--- src/rtl/ocwd_pkg.sv ---
package ocwd_pkg;
  localparam int BYTE_W = 8;
  typedef enum logic {
    SEL_COUNT = 1'b0,
    SEL_CTRL  = 1'b1
  } reg_sel_e;
endpackage

--- src/rtl/ocwd_regs.sv ---
module ocwd_regs
  import ocwd_pkg::*;
#(
  parameter int CNT_W   = 8,
  parameter int CODE_W  = 5,
  parameter int CNT_RST = 16,
  parameter int EN_BIT  = 6,
  parameter int CLR_BIT = 5
) (
  input  logic              clk_i,
  input  logic              rst_ni,
  input  logic              wr_i,
  input  logic              sel_i,
  input  logic [BYTE_W-1:0] wdata_i,
  output logic [CNT_W-1:0]  count_q,
  output logic              en_q,
  output logic [CODE_W-1:0] code_q,
  output logic              cnt_wr_o,
  output logic              restart_o,
  output logic              clr_o
);
  logic ctrl_wr;

  assign cnt_wr_o  = wr_i && (sel_i == SEL_COUNT);
  assign ctrl_wr   = wr_i && (sel_i == SEL_CTRL);
  assign restart_o = ctrl_wr && wdata_i[EN_BIT];
  assign clr_o     = ctrl_wr && (!wdata_i[EN_BIT] || wdata_i[CLR_BIT]);

  always_ff @(posedge clk_i) begin
    if (!rst_ni) begin
      count_q <= CNT_W'(CNT_RST);
      en_q    <= 1'b0;
      code_q  <= '0;
    end else begin
      if (cnt_wr_o) count_q <= wdata_i[CNT_W-1:0];
      if (ctrl_wr) begin
        en_q   <= wdata_i[EN_BIT];
        code_q <= wdata_i[CODE_W-1:0];
      end
    end
  end


  count_hold_chk: assert property (@(posedge clk_i) disable iff (!rst_ni)
    !cnt_wr_o |=> $stable(count_q));

  code_hold_chk: assert property (@(posedge clk_i) disable iff (!rst_ni)
    !ctrl_wr |=> ($stable(code_q) && $stable(en_q)));
endmodule

--- src/rtl/ocwd_interval.sv ---
module ocwd_interval #(
  parameter int CNT_W = 8
) (
  input  logic             clk_i,
  input  logic             rst_ni,
  input  logic             run_i,
  input  logic             reload_i,
  input  logic [CNT_W-1:0] load_val_i,
  input  logic             tick_i,
  input  logic [CNT_W-1:0] rst_val_i,
  output logic             expire_o
);
  localparam logic [CNT_W-1:0] ONE = CNT_W'(1);
  logic [CNT_W-1:0] remain_q;
  logic             last_unit;

  assign last_unit = (remain_q <= ONE);
  assign expire_o  = run_i && tick_i && !reload_i && last_unit;

  always_ff @(posedge clk_i) begin
    if (!rst_ni)                            remain_q <= rst_val_i;
    else if (reload_i)                      remain_q <= load_val_i;
    else if (run_i && tick_i && !last_unit) remain_q <= remain_q - ONE;
  end


  no_climb_chk: assert property (@(posedge clk_i) disable iff (!rst_ni)
    !reload_i |=> (remain_q <= $past(remain_q)));

  idle_hold_chk: assert property (@(posedge clk_i) disable iff (!rst_ni)
    (!run_i && !reload_i) |=> $stable(remain_q));

  reload_win_chk: assert property (@(posedge clk_i) disable iff (!rst_ni)
    reload_i |-> !expire_o);
endmodule

--- src/rtl/ocwd_alarm.sv ---
module ocwd_alarm (
  input  logic clk_i,
  input  logic rst_ni,
  input  logic expire_i,
  input  logic clr_i,
  output logic alarm_q
);
  always_ff @(posedge clk_i) begin
    if (!rst_ni)       alarm_q <= 1'b0;
    else if (clr_i)    alarm_q <= 1'b0;
    else if (expire_i) alarm_q <= 1'b1;
  end


  alarm_latch_chk: assert property (@(posedge clk_i) disable iff (!rst_ni)
    (alarm_q && !clr_i) |=> alarm_q);

  alarm_set_chk: assert property (@(posedge clk_i) disable iff (!rst_ni)
    (expire_i && !clr_i) |=> alarm_q);

  alarm_clr_chk: assert property (@(posedge clk_i) disable iff (!rst_ni)
    clr_i |=> !alarm_q);
endmodule

--- src/rtl/oc_recovery_wdog.sv ---
module oc_recovery_wdog
  import ocwd_pkg::*;
#(
  parameter int CNT_W   = 8,
  parameter int CODE_W  = 5,
  parameter int CNT_RST = 16,
  parameter int EN_BIT  = 6,
  parameter int CLR_BIT = 5
) (
  input  logic              clk_i,
  input  logic              rst_ni,
  input  logic              reg_wr_i,
  input  logic              reg_sel_i,
  input  logic [7:0]        reg_wdata_i,
  input  logic              tick_i,
  input  logic              service_i,
  output logic              alarm_o,
  output logic              force_o,
  output logic [CODE_W-1:0] safe_code_o
);
  logic [CNT_W-1:0] count_q, load_val;
  logic en_q, cnt_wr, restart, clr, reload, run, expire, alarm_q;

  ocwd_regs #(
    .CNT_W(CNT_W), .CODE_W(CODE_W), .CNT_RST(CNT_RST),
    .EN_BIT(EN_BIT), .CLR_BIT(CLR_BIT)
  ) regs_i (
    .clk_i(clk_i), .rst_ni(rst_ni), .wr_i(reg_wr_i), .sel_i(reg_sel_i),
    .wdata_i(reg_wdata_i), .count_q(count_q), .en_q(en_q),
    .code_q(safe_code_o), .cnt_wr_o(cnt_wr), .restart_o(restart), .clr_o(clr)
  );

  assign reload   = service_i || cnt_wr || restart;
  assign load_val = cnt_wr ? reg_wdata_i[CNT_W-1:0] : count_q;
  assign run      = en_q && !alarm_q;

  ocwd_interval #(.CNT_W(CNT_W)) interval_i (
    .clk_i(clk_i), .rst_ni(rst_ni), .run_i(run), .reload_i(reload),
    .load_val_i(load_val), .tick_i(tick_i), .rst_val_i(CNT_W'(CNT_RST)),
    .expire_o(expire)
  );

  ocwd_alarm alarm_i (
    .clk_i(clk_i), .rst_ni(rst_ni), .expire_i(expire), .clr_i(clr),
    .alarm_q(alarm_q)
  );

  assign alarm_o = alarm_q;
  assign force_o = alarm_q;


  off_no_alarm_chk: assert property (@(posedge clk_i) disable iff (!rst_ni)
    !en_q |-> !alarm_q);

  alarm_sticky_chk: assert property (@(posedge clk_i) disable iff (!rst_ni)
    (alarm_q && !reg_wr_i) |=> alarm_q);
endmodule

--- config.mk ---
export PLATFORM = sky130hd
export DESIGN_NAME = oc_recovery_wdog
export DESIGN_NICKNAME = d
export VERILOG_FILES = /design/src/rtl/ocwd_pkg.sv /design/src/rtl/ocwd_regs.sv /design/src/rtl/ocwd_interval.sv /design/src/rtl/ocwd_alarm.sv /design/src/rtl/oc_recovery_wdog.sv
export SDC_FILE = /design/constraint.sdc
export NUM_CORES = 1
export LEC_CHECK = 0
export ABC_AREA = 0
export BUFFER_PORTS_ARGS = -buffer_cell sky130_fd_sc_hd__buf_2
export CAP_MARGIN = 30
export CORE_UTILIZATION = 25
export CTS_BUF_LIST = sky130_fd_sc_hd__clkbuf_16
export DETAILED_ROUTE_END_ITERATION = 10
export MAX_ROUTING_LAYER = met4
export PLACE_DENSITY = 0.46
export SETUP_SLACK_MARGIN = 0.2
export SYNTH_ARGS = -nofsm -noshare
export SYNTH_HDL_FRONTEND = slang
export SYNTH_HIERARCHICAL = 1
export SYNTH_SLANG_ARGS = --single-unit
--- constraint.sdc ---
create_clock -name clk_i -period 2.75 [get_ports clk_i]
set_clock_uncertainty 0.15 [all_clocks]
set_input_delay 0.55 -clock clk_i [delete_from_list [all_inputs] [get_ports clk_i]]
set_output_delay 0.55 -clock clk_i [all_outputs]
set_load 0.01 [all_outputs]
Word level (Yosys, flattened, before mapping) --
Index checks and enable logic that the tools add are counted.
Storage, ports and cells: flip-flop bits (word level) 23, input bits 14, output and inout bits 7, logic and storage cells 30
Operators by class: reduce and logical (&&, ||, !) cells 18, bitwise operators 2, muxes and demuxes 3, $lt $le $gt $ge 1, $add $sub $neg 1
Operator list (count):
- $mux W8 | 3
- $logic_and A1 B1 Y1 | 9
- $le A8 B1 Y1 const B | 1
- $sub A8 B1 Y8 const B | 1
- $logic_not A1 Y1 | 4
- $logic_or A1 B1 Y1 | 3
- $not A1 Y1 | 2
- $reduce_bool A2 Y1 | 1
- $reduce_or A2 Y1 | 1

Logic depth before layout (Yosys ltp) --
depth after elaboration 7, gate-level depth with buffers 8, gate-level depth less buffers 7

Hierarchy --
The synthesis kept the hierarchy.
Modules (own cells, without submodules):
- ocwd_interval | area each 580.6 µm², seq. area each 240.2 µm², instances 1, cells each 66
- ocwd_regs | area each 576.8 µm², seq. area each 280.3 µm², instances 1, cells each 61
- oc_recovery_wdog | area each 128.9 µm², seq. area each 0.0 µm², instances 1, cells each 14
- ocwd_alarm | area each 36.3 µm², seq. area each 20.0 µm², instances 1, cells each 3

Worst setup path after synthesis --
Ideal clock, no wire load.
path type input port to flip-flop, start point input reg_wr_i, end point register interval_i.remain_q[5], data pin, slack 470 ps, stages 7, data arrival time 1862 ps, data required time 2332 ps, path buffers 3, path through nor2b_2 buf_6 buf_6 or3_1 clkbuf_1 nor3_1 o22ai_1
On the way: word-level cells in the longest chain between the ends 4, elaborated cells between the ends (all ways) 7
Ends and longest elaborated chain:
- from (decl) | line oc_recovery_wdog.sv:12 | input logic reg_wr_i,
- $logic_and A1 B1 Y1 | line ocwd_regs.sv:24 | assign cnt_wr_o = wr_i && (sel_i == SEL_COUNT);
- named net cnt_wr | line oc_recovery_wdog.sv:22 | logic en_q, cnt_wr, restart, clr, reload, run, expire, alarm_q;
- $logic_or A1 B1 Y1 (2 in a row) | line oc_recovery_wdog.sv:33 | assign reload = service_i || cnt_wr || restart;
- named net reload | line oc_recovery_wdog.sv:22
- $mux W8 | line ocwd_interval.sv:22 | else if (reload_i) remain_q <= load_val_i;
- to (signal assigned) | line ocwd_interval.sv:21 | if (!rst_ni) remain_q <= rst_val_i;
- to (signal assigned) | line ocwd_interval.sv:22
- to (signal assigned) | line ocwd_interval.sv:23 | else if (run_i && tick_i && !last_unit) remain_q <= remain_q - ONE;
- to (decl) | line ocwd_interval.sv:14 | logic [CNT_W-1:0] remain_q;
The timed path passes the listed nets, and every way through them passes these cells. A chain may end at the register's enable or synchronous reset.

Final worst setup path --
start point register interval_i.remain_q[4], end point register interval_i.remain_q[0] (enable)
On the way: word-level cells in the longest chain between the ends 4
Ends and longest elaborated chain:
- $le A8 B1 Y1 | line ocwd_interval.sv:17 | assign last_unit = (remain_q <= ONE);
- $logic_not A1 Y1 | line ocwd_interval.sv:23
- $logic_and A1 B1 Y1 | line ocwd_interval.sv:23
- $reduce_bool A2 Y1 (no line)
No other way between the ends.

==> reports/qor.yml <==
run_status:
  outcome: "finished, final reports clean"
synth:
  ys_warn_count: 6
  synth_cell_types: 38
  synth_area_leaders: "dfxtp_1 23%, edfxtp_1 18%, mux2i_1 9.1%, mux2_2 7.7%, nand2_1 6.8%"
  postSynthCellCount: 144
  syn_area_mm2: 0.00132
  syn_avg_cell_area_um2: 9.18
  async_reset_ff_share_pct: 0
  ys_seq_area_share_pct: 40.9
  synth_edf_count: 8
  synth-seq-cells: 23
  dominantRegCellSynth: "dfxtp_1"
  yosys.area.top_type: "dfxtp_1"
  netlist.area_leader.share_pct: 22.7
cells_and_area:
  fill_cells: 553
  num_antenna_cells: 0
  final_cell_mix: "24 x nand2_1, 20 x buf_2, 15 x dfxtp_1"
  final_layout_size_suffix_gt1_share_pct: 25.6
  areaGrowthSynthToFinish_pct: 19.2
  multi_input_area_um2: 712
  fin_nets: 185
  layout_commonest_cell: "nand2_1"
  instances_no_fill: 238
  seq_area_um2: 541
clock_tree:
  ctsResizeCount: 0
  clock_sinks: 23
  clk_path_buf_depth: 2
  numCtsBuffers: 3
  cts_tree: "built"
  hold_buffers: 0
  root_buffer: "clkbuf_16"
  clk_latency_ns: 0.25
  path_clk_slew_ns: 0.06
  htreeDepth: 1
  post_cts_buffers: 0
global_routing:
  grt_pass1_wl_mm: 4.27
  overflow: 0
  grt_pass1_vias: 905
  antenna_found_initial: 0
  grt.total_usage_pct: 10.2
  grt_max_degree: 26
run:
  drv_cap: 0
placement:
  io_buffers: 20
  finalWeightedCongestion: 0.718
  dpl.hpwl_mm: 1.85
  dp.cells: 234
  post-place-ws_ns: 0.471
timing:
  post-route-min-period_ns: 2.28
  hold_viol_final: 0
  fin_crit_sh_pct: 82.8
  finalSetupViolations: 0
  setup_tns_ns: 0
  setup_ws_ns: 0.474
  rsz0062_at_grt: "no"
  max_clock_freq_mhz: 439
  drv_slew: 0
  hold_ws_ns: 0.304
critical_path:
  critPathKind: "reg -> reg"
  cp-start-kind: "flop"
  cp.arrival_ns: 2.10
  path_max_fanout: 8
  required_ns: 2.58
  critPathCaptureType: "flop"
floorplanning:
  rows: 26
  start_util_pct: 25.9
  dieArea_mm2: 0.00558
  die_x_um: 74.7
  core_area_mm2: 0.00511
  io-pin-count: 21
  die_h_um: 74.7
route:
  drt_iter0_markers: 41
  firstDrtPassIters: 4
  vias: 987
  drt-vias-per-instance: 4.15
  routedWlPerCell_um: 10.6
  drt_wl_total_mm: 2.52
  drc: 0
  drtAntennaViolNets: 0
hold_path:
  hp-class: "reg -> reg"
power_and_ir_drop:
  power.density_mw_per_mm2: 541
  ir_drop_mv: 0.284
  p_leak_nw: 0.650
per-stage QoR:
stage	area, um2	util, %	power (mW)
after detailed placement	1500	29.3	0.547
after floorplan	1350	-	0.509
final	1580	30.9	0.853
after global routing	1580	30.9	0.897
after CTS	1580	30.9	0.864
after global placement	1500	29.3	0.549
final cells by class:
cell class / count / share of cell area (%)
clock buffer: 3 / 4.76
clock inverter: 1 / 0.317
inverter: 7 / 1.67
multi-input combinational: 110 / 45.2
sequential: 23 / 34.3
tap: 70 / 5.56
timing repair buffer: 24 / 8.25
state kept, by name (all words and copies together), names as in the netlist:
register	flops
alarm_i/alarm_q	1
regs_i/code_q	5
interval_i/remain_q	8
regs_i/en_q	1
regs_i/count_q	8
Yosys cell counts (all sizes together), types with 3 or more instances:
| cell type | instances |
|---|---|
| clkbuf | 4 |
| mux2 | 9 |
| edfxtp | 8 |
| o21ai | 7 |
| inv | 7 |
| buf | 6 |
| a31oi | 3 |
| nand2 | 24 |
| nor2b | 5 |
| nor3 | 3 |
| a21oi | 5 |
| mux2i | 12 |
| nor2 | 8 |
| dfxtp | 15 |
power by group:
part	leakage [nW]	total (mW)	internal [mW]	switching, mW
combinational	0.401	0.138	0.0653	0.0724
clock	0.0409	0.313	0.195	0.117
sequential	0.208	0.403	0.382	0.0202
total	0.650	0.853	0.643	0.210
kinds of logic after synthesis:
| logic type | after synthesis | synth area share [%] |
|---|---|---|
| other | 2 | 0.568 |
| DFF | 23 | 40.9 |
| and+or+nand+nor | 55 | 21.1 |
| buffers and inverters | 17 | 7.00 |
| adders and majority gates | 2 | 1.89 |
| AOI/OAI and AO/OA | 21 | 9.84 |
| muxes | 21 | 16.7 |
| xor gates and xnor gates | 3 | 1.99 |
critical path, cell delays in order (launching register included):
cell,delay (ns)
edfxtp_1,0.45
or4_4,0.55
or4_4,0.50
a31o_1,0.35
worst paths after layout:
path	slack [ns]	to	cells after the start	from
hold reg to reg	0.30	regs_i/code_q[4]	2	regs_i/code_q[4]
setup / recovery	0.47	interval_i/remain_q[0]	3	interval_i/remain_q[4]
hold / removal	0.30	regs_i/code_q[4]	2	regs_i/code_q[4]
setup reg to reg	0.47	interval_i/remain_q[0]	3	interval_i/remain_q[4]
per-layer routing:
| metal | GRT usage [%] | share of wire, % |
|---|---|---|
| met3 | 0.803 | 2.6 |
| met4 | 3.14 | 0.59 |
| met1 | 14.8 | 53 |
| met2 | 14.8 | 44 |
| met5 | - | 0 |
Power figures use the tool's default switching activity.
